--- src/rtl/vbr_pkg.sv ---
package vbr_pkg;

    typedef enum logic [1:0] {
        PM_IDX_UNCACHED = 2'd0,
        PM_IDX_CACHED   = 2'd1,
        PM_VALID_BIT    = 2'd2,
        PM_IDLE         = 2'd3
    } prod_mode_e;

    localparam logic [2:0] CMD_SHARED_POOL = 3'h2;
    localparam logic [2:0] CMD_PER_BUF     = 3'h3;

    typedef struct packed {
        logic [7:0] verb;
        logic [7:0] pool;
    } slot_t;

endpackage

--- src/rtl/vbr_slots.sv ---
module vbr_slots
    import vbr_pkg::*;
#(
    parameter int DEPTH = 8,
    localparam int IDX_W = $clog2(DEPTH)
) (
    input  logic             clk,
    input  logic             rst_n,
    input  logic             wr_en,
    input  logic [IDX_W-1:0] wr_slot,
    input  slot_t            wr_data,
    input  logic [IDX_W-1:0] rd_slot,
    output slot_t            rd_data
);

    slot_t mem_d [DEPTH];
    slot_t mem_q [DEPTH];

    always_comb begin
        for (int i = 0; i < DEPTH; i++) begin
            mem_d[i] = mem_q[i];
        end
        if (wr_en) begin
            mem_d[wr_slot] = wr_data;
        end
    end

    always_ff @(posedge clk) begin
        for (int i = 0; i < DEPTH; i++) begin
            if (!rst_n) mem_q[i] <= '0;
            else        mem_q[i] <= mem_d[i];
        end
    end

    assign rd_data = mem_q[rd_slot];

endmodule

--- src/rtl/vbr_decode.sv ---
module vbr_decode
    import vbr_pkg::*;
#(
    parameter int MAX_BUFS = 8
) (
    input  slot_t       head,
    output logic        well_formed,
    output logic [3:0]  count,
    output logic [7:0]  pool,
    output logic        per_buf
);

    logic [2:0] code;

    always_comb begin
        code        = head.verb[6:4];
        count       = head.verb[3:0];
        pool        = head.pool;
        per_buf     = (code == CMD_PER_BUF);
        well_formed = ((code == CMD_SHARED_POOL) || (code == CMD_PER_BUF))
                      && (count != 4'd0)
                      && (int'(count) <= MAX_BUFS);
    end

endmodule

--- src/rtl/vbr_irq.sv ---
module vbr_irq #(
    parameter int THR_W = 4
) (
    input  logic             clk,
    input  logic             rst_n,
    input  logic             done,
    input  logic [THR_W-1:0] thresh,
    input  logic             clr,
    output logic             irq
);

    typedef struct packed {
        logic [THR_W-1:0] cnt;
        logic             irq;
    } irq_state_t;

    irq_state_t s_d, s_q;
    logic [THR_W-1:0] next_cnt;

    always_comb begin
        s_d      = s_q;
        next_cnt = s_q.cnt + 1'b1;
        if (clr) s_d.irq = 1'b0;
        if (done) begin
            if ((thresh == '0) || (next_cnt >= thresh)) begin
                s_d.irq = 1'b1;
                s_d.cnt = '0;
            end else begin
                s_d.cnt = next_cnt;
            end
        end
    end

    always_ff @(posedge clk) begin
        if (!rst_n) s_q <= '0;
        else        s_q <= s_d;
    end

    assign irq = s_q.irq;

endmodule

--- src/rtl/vbr_ring_consumer.sv ---
module vbr_ring_consumer
    import vbr_pkg::*;
#(
    parameter int   DEPTH      = 8,
    parameter int   MAX_BUFS   = 8,
    parameter int   THR_W      = 4,
    parameter logic RESET_WRAP = 1'b1,
    localparam int  IDX_W      = $clog2(DEPTH),
    localparam int  PTR_W      = IDX_W + 1
) (
    input  logic             clk,
    input  logic             rst_n,
    input  logic [1:0]       prod_mode,
    input  logic [PTR_W-1:0] prod_idx,
    input  logic             wr_en,
    input  logic [IDX_W-1:0] wr_slot,
    input  logic [7:0]       wr_verb,
    input  logic [7:0]       wr_pool,
    input  logic [THR_W-1:0] irq_thresh,
    input  logic             irq_clr,
    input  logic             st_ready,
    output logic             st_valid,
    output logic [3:0]       st_count,
    output logic [7:0]       st_pool,
    output logic             st_per_buf,
    output logic [PTR_W-1:0] cons_idx,
    output logic             err_sticky,
    output logic             irq
);

    typedef struct packed {
        logic [PTR_W-1:0] ci;
        logic             err;
    } cons_state_t;

    cons_state_t s_d, s_q;
    slot_t       head;
    slot_t       wr_data;
    logic        well_formed;
    logic        live;
    logic        drop;
    logic        done;
    prod_mode_e  mode;

    assign wr_data = '{verb: wr_verb, pool: wr_pool};
    assign mode    = prod_mode_e'(prod_mode);

    vbr_slots #(.DEPTH(DEPTH)) i_slots (
        .clk     (clk),
        .rst_n   (rst_n),
        .wr_en   (wr_en),
        .wr_slot (wr_slot),
        .wr_data (wr_data),
        .rd_slot (s_q.ci[IDX_W-1:0]),
        .rd_data (head)
    );

    vbr_decode #(.MAX_BUFS(MAX_BUFS)) i_decode (
        .head        (head),
        .well_formed (well_formed),
        .count       (st_count),
        .pool        (st_pool),
        .per_buf     (st_per_buf)
    );

    always_comb begin
        unique case (mode)
            PM_VALID_BIT:    live = (head.verb[7] == s_q.ci[IDX_W]);
            PM_IDX_UNCACHED,
            PM_IDX_CACHED:   live = (prod_idx != s_q.ci);
            default:         live = 1'b0;
        endcase
        st_valid = live && well_formed;
        drop     = live && !well_formed;
        done     = (st_valid && st_ready) || drop;

        s_d = s_q;
        if (done)  s_d.ci  = s_q.ci + 1'b1;
        if (drop)  s_d.err = 1'b1;
    end

    always_ff @(posedge clk) begin
        if (!rst_n) begin
            s_q.ci  <= {RESET_WRAP, {IDX_W{1'b0}}};
            s_q.err <= 1'b0;
        end else begin
            s_q <= s_d;
        end
    end

    vbr_irq #(.THR_W(THR_W)) i_irq (
        .clk    (clk),
        .rst_n  (rst_n),
        .done   (done),
        .thresh (irq_thresh),
        .clr    (irq_clr),
        .irq    (irq)
    );

    assign cons_idx   = s_q.ci;
    assign err_sticky = s_q.err;

endmodule

--- config.mk ---
export PLATFORM = sky130hd
export DESIGN_NAME = vbr_ring_consumer
export DESIGN_NICKNAME = d
export VERILOG_FILES = /design/src/rtl/vbr_pkg.sv /design/src/rtl/vbr_slots.sv /design/src/rtl/vbr_decode.sv /design/src/rtl/vbr_irq.sv /design/src/rtl/vbr_ring_consumer.sv
export SDC_FILE = /design/constraint.sdc
export NUM_CORES = 1
export LEC_CHECK = 0
export BUFFER_PORTS_ARGS = -buffer_cell sky130_fd_sc_hd__buf_2
export CAP_MARGIN = 15
export CORE_ASPECT_RATIO = 1.4
export CORE_MARGIN = 2
export CORE_UTILIZATION = 35
export DETAILED_ROUTE_END_ITERATION = 6
export GPL_ROUTABILITY_DRIVEN = 0
export REMOVE_ABC_BUFFERS = 1
export SLEW_MARGIN = 40
export SYNTH_ARGS = -nofsm -noshare
export SYNTH_HDL_FRONTEND = slang
export SYNTH_SLANG_ARGS = --single-unit
--- constraint.sdc ---
create_clock -name clk -period 2.6 [get_ports clk]
set_input_delay 0.13 -clock clk [delete_from_list [all_inputs] [get_ports clk]]
set_output_delay 0.13 -clock clk [all_outputs]
set_load 0.02 [all_outputs]
==> flow_metrics.py <==
metrics = {
    "synth": {
        "syn_avg_cell_area_um2": 8.914,
        "synth_ff_type": "dfxtp_1",
        "async_flop_share_pct": 0,
        "synth.distinct_cells": 41,
        "synth_top_area_share_pct": 43.20,
        "synth_commonest_cells": "nand2_1, dfxtp_1, a21boi_0, clkbuf_1, mux4_2",
        "synth_area_um2": 6534,
        "synth_edf_count": 0,
        "yosys_warnings": 0,
        "yosys-top-cells-area": "dfxtp_1, nand2_1, a21boi_0",
        "synth_area_leader_cell": "dfxtp_1",
        "yosysMostFrequentCell": "nand2_1",
        "seq_area_frac_synth_pct": 43.20,
        "syn_inst": 733,
        "ys_seq_elements": 141,
    },
    "finish": {
        "final_cell_count_no_fill": 1044,
        "nets": 827,
        "drive_gt1_share_pct": 22.25,
        "diodes": 0,
        "syn_to_final_growth_pct": 20.36,
        "utilization_pct": 42.61,
    },
    "worst_setup_path": {
        "required_ps": 2470,
        "path_delay_family": "multiplexers",
        "critPathLaunchType": "flop",
        "arrival_ps": 2670,
        "crit_fanout": 5,
        "endpoint": "st_valid",
        "cp_cell_sequence": "buf_12, mux4_2, mux2_4, or4_4, a21o_1, nor2_2, buf_6",
        "reg2regPathDepth": 9,
        "worst_path_max_delay_cell": "or4_4",
        "worstReg2RegEnd": "cons_idx[3]$_SDFFE_PN1P_",
        "reg2reg_slack_ps": -170,
        "worst-setup-path-type": "reg -> out",
        "slowest_delay_ps": 530,
        "cp_num_buf_inv": 2,
        "cp.depth": 7,
        "cp-end-kind": "output pin",
    },
    "floorplanning": {
        "start_util_pct": 35.40,
        "core_um2": 18460,
        "num_rows": 59,
        "pin_count": 54,
        "dieArea_um2": 19790,
        "die_y_um": 165.7,
        "dieWidth_um": 119.5,
    },
    "routing": {
        "dr.pass1.iters": 5,
        "vias": 5291,
        "wire_per_inst_um": 16.87,
        "via_per_inst": 5.068,
        "wl_met2_um": 8588,
        "drc": 0,
        "wirelength_um": 17610,
        "routed.top_layer": "met4",
        "ant_nets": 0,
        "routed-wl-met3_um": 711,
        "drtIter0Drc": 364,
        "drt-met1-wl_um": 7995,
    },
    "sta": {
        "fmax_mhz": 356.7,
        "setup_viol": 13,
        "rsz0062_at_grt": "true",
        "hold_viol_final": 0,
        "setup_ws_ps": -203.7,
        "final.min_clock_period_ps": 2804,
        "skew_ps": 8.889,
        "drv_slew": 0,
        "tightest_slew_ps": 824.1,
        "slew-limit-headroom_pct": 44.93,
        "timing.final.crit_share_pct": 107.8,
    },
    "pwr": {
        "ir_drop_mv": 0.4974,
        "power_leakage_nw": 2.808,
        "p_per_area_nw_per_um2": 666.6,
        "total_power_mw": 5.242,
    },
    "job": {
        "drv_cap": 0,
    },
    "grt": {
        "grt_max_degree": 87,
        "grt_overflow": 0,
        "grt_pass1_vias": 5133,
        "grt_pass1_wl_um": 28070,
        "track_usage_pct": 18.39,
        "antenna_found_initial": 0,
    },
    "clock_network": {
        "ctsHoldBuffers": 0,
        "clk_path_buf_depth": 2,
        "cts_buffers": 17,
        "cts_tree": "done",
        "htreeDepth": 4,
        "cts-root-buf": "clkbuf_16",
        "cts.sinks": 141,
        "cts.clk_slew.worst_paths_ps": 70,
        "clkLatencyLatePin_ps": 420,
    },
    "outcome": {
        "violations": "setup timing",
        "outcome": "finished with violations",
    },
    "place": {
        "dp_cells": 1007,
        "io_buffers": 53,
        "hpwlAfterDp_um": 11120,
    },
    "min_path": {
        "hp-class": "in -> reg",
    },
}
==> kinds of logic after synthesis <==
group / after synthesis / synth area share [%]
multiplexers: 50 / 13.83
buffers and inverters: 69 / 4.385
flip-flops: 141 / 43.20
AO/OA/AOI/OAI: 147 / 17.12
XOR/XNOR: 7 / 0.9384
AND/OR/NAND/NOR: 313 / 19.38
adder cells (fa/ha/maj): 6 / 1.149
==> worst min-delay path by stage <==
| stage | startpoint | to | slack (ps) | cells after the start |
|---|---|---|---|---|
| finish | wr_pool[3] | i_slots.mem_q[6][3]$_SDFFE_PN0P_ | 20 | 3 |
| global route | wr_pool[4] | i_slots.mem_q[2][4]$_SDFFE_PN0P_ | 20 | 3 |
| CTS | wr_pool[4] | i_slots.mem_q[2][4]$_SDFFE_PN0P_ | 10 | 3 |
| detailed placement | err_sticky$_SDFFE_PN0P_ | err_sticky$_SDFFE_PN0P_ | 440 | 2 |
| global placement | err_sticky$_SDFFE_PN0P_ | err_sticky$_SDFFE_PN0P_ | 430 | 2 |
| floorplan | rst_n | cons_idx[3]$_SDFFE_PN1P_ | 200 | 1 |
==> worst min-delay path, cell delays in order <==
cell      delay [ps]
buf_2            150
nand2_1           60
a21boi_0          60
==> through the flow <==
step	setup TNS, ps	worst slack (ps)	instance area, um2	hold slack [ps]
2_1_floorplan	-6811	-608.2	6285	201.8
3_3_place_gp	-721.0	-119.3	7152	433.8
3_5_place_dp	-1061	-150.2	7152	441.7
4_1_cts	-2188	-249.8	7850	11.47
5_1_grt	-2737	-316.1	7864	18.94
6_report	-1557	-203.7	7864	21.66
==> power by group <==
group          switching, mW  leakage [nW]  internal (mW)
clock                   1.00         0.292           1.53
combinational          0.258          1.37          0.197
sequential            0.0415          1.14           2.21
total                   1.30          2.81           3.94
==> cell usage in the layout, fill, tap and decap left out, types with 3 or more instances in the layout <==
cell | synthesis | final
nand2_1 | 269 | 267
dfxtp_1 | 141 | 138
a21boi_0 | 130 | 128
buf_2 | 2 | 51
buf_4 | 0 | 39
mux4_2 | 22 | 27
clkbuf_16 | 0 | 17
inv_1 | 10 | 10
nand3_1 | 9 | 9
mux2_2 | 11 | 8
mux2i_1 | 10 | 8
nor2_1 | 9 | 8
ha_1 | 6 | 6
xnor2_1 | 5 | 5
nand2b_1 | 5 | 5
inv_6 | 0 | 5
nor3b_1 | 5 | 4
a31oi_1 | 4 | 4
nor2b_1 | 4 | 4
clkinv_4 | 0 | 4
mux2_4 | 0 | 3
a21o_1 | 3 | 3
bufinv_16 | 0 | 3
==> layout make-up <==
class                      count  area (um2)
timing repair buffer          94       618.1
multi-input combinational    523        3461
clock inverter                14       183.9
sequential                   141        2829
inverter                      10       37.54
tap                          244       305.3
clock buffer                  18       429.2
fill                        1898       10590
==> layer usage <==
layer | vias up | GRT usage (%)
li1 | 2581 | -
met4 | 0 | 5.729
met1 | 2563 | 24.38
met5 | - | 0
met2 | 126 | 30.31
met3 | 21 | 3.444
==> state kept, by name, indices dropped and copies added, names as in the netlist, named ones only <==
signal and cells:
cons_idx 4, err_sticky 1, i_irq.irq 1, i_irq.s_q 4, i_slots.mem_q 128
==> timing repair <==
action | 4_1_cts | 5_1_grt
gates cloned | 1 | 0
endpoints found under the setup margin | 13 | 16
pin swaps | 6 | 4
resized for setup | 16 | 8
buffers inserted | 4 | 0
Note: power is estimated with default switching activity, not from simulation.
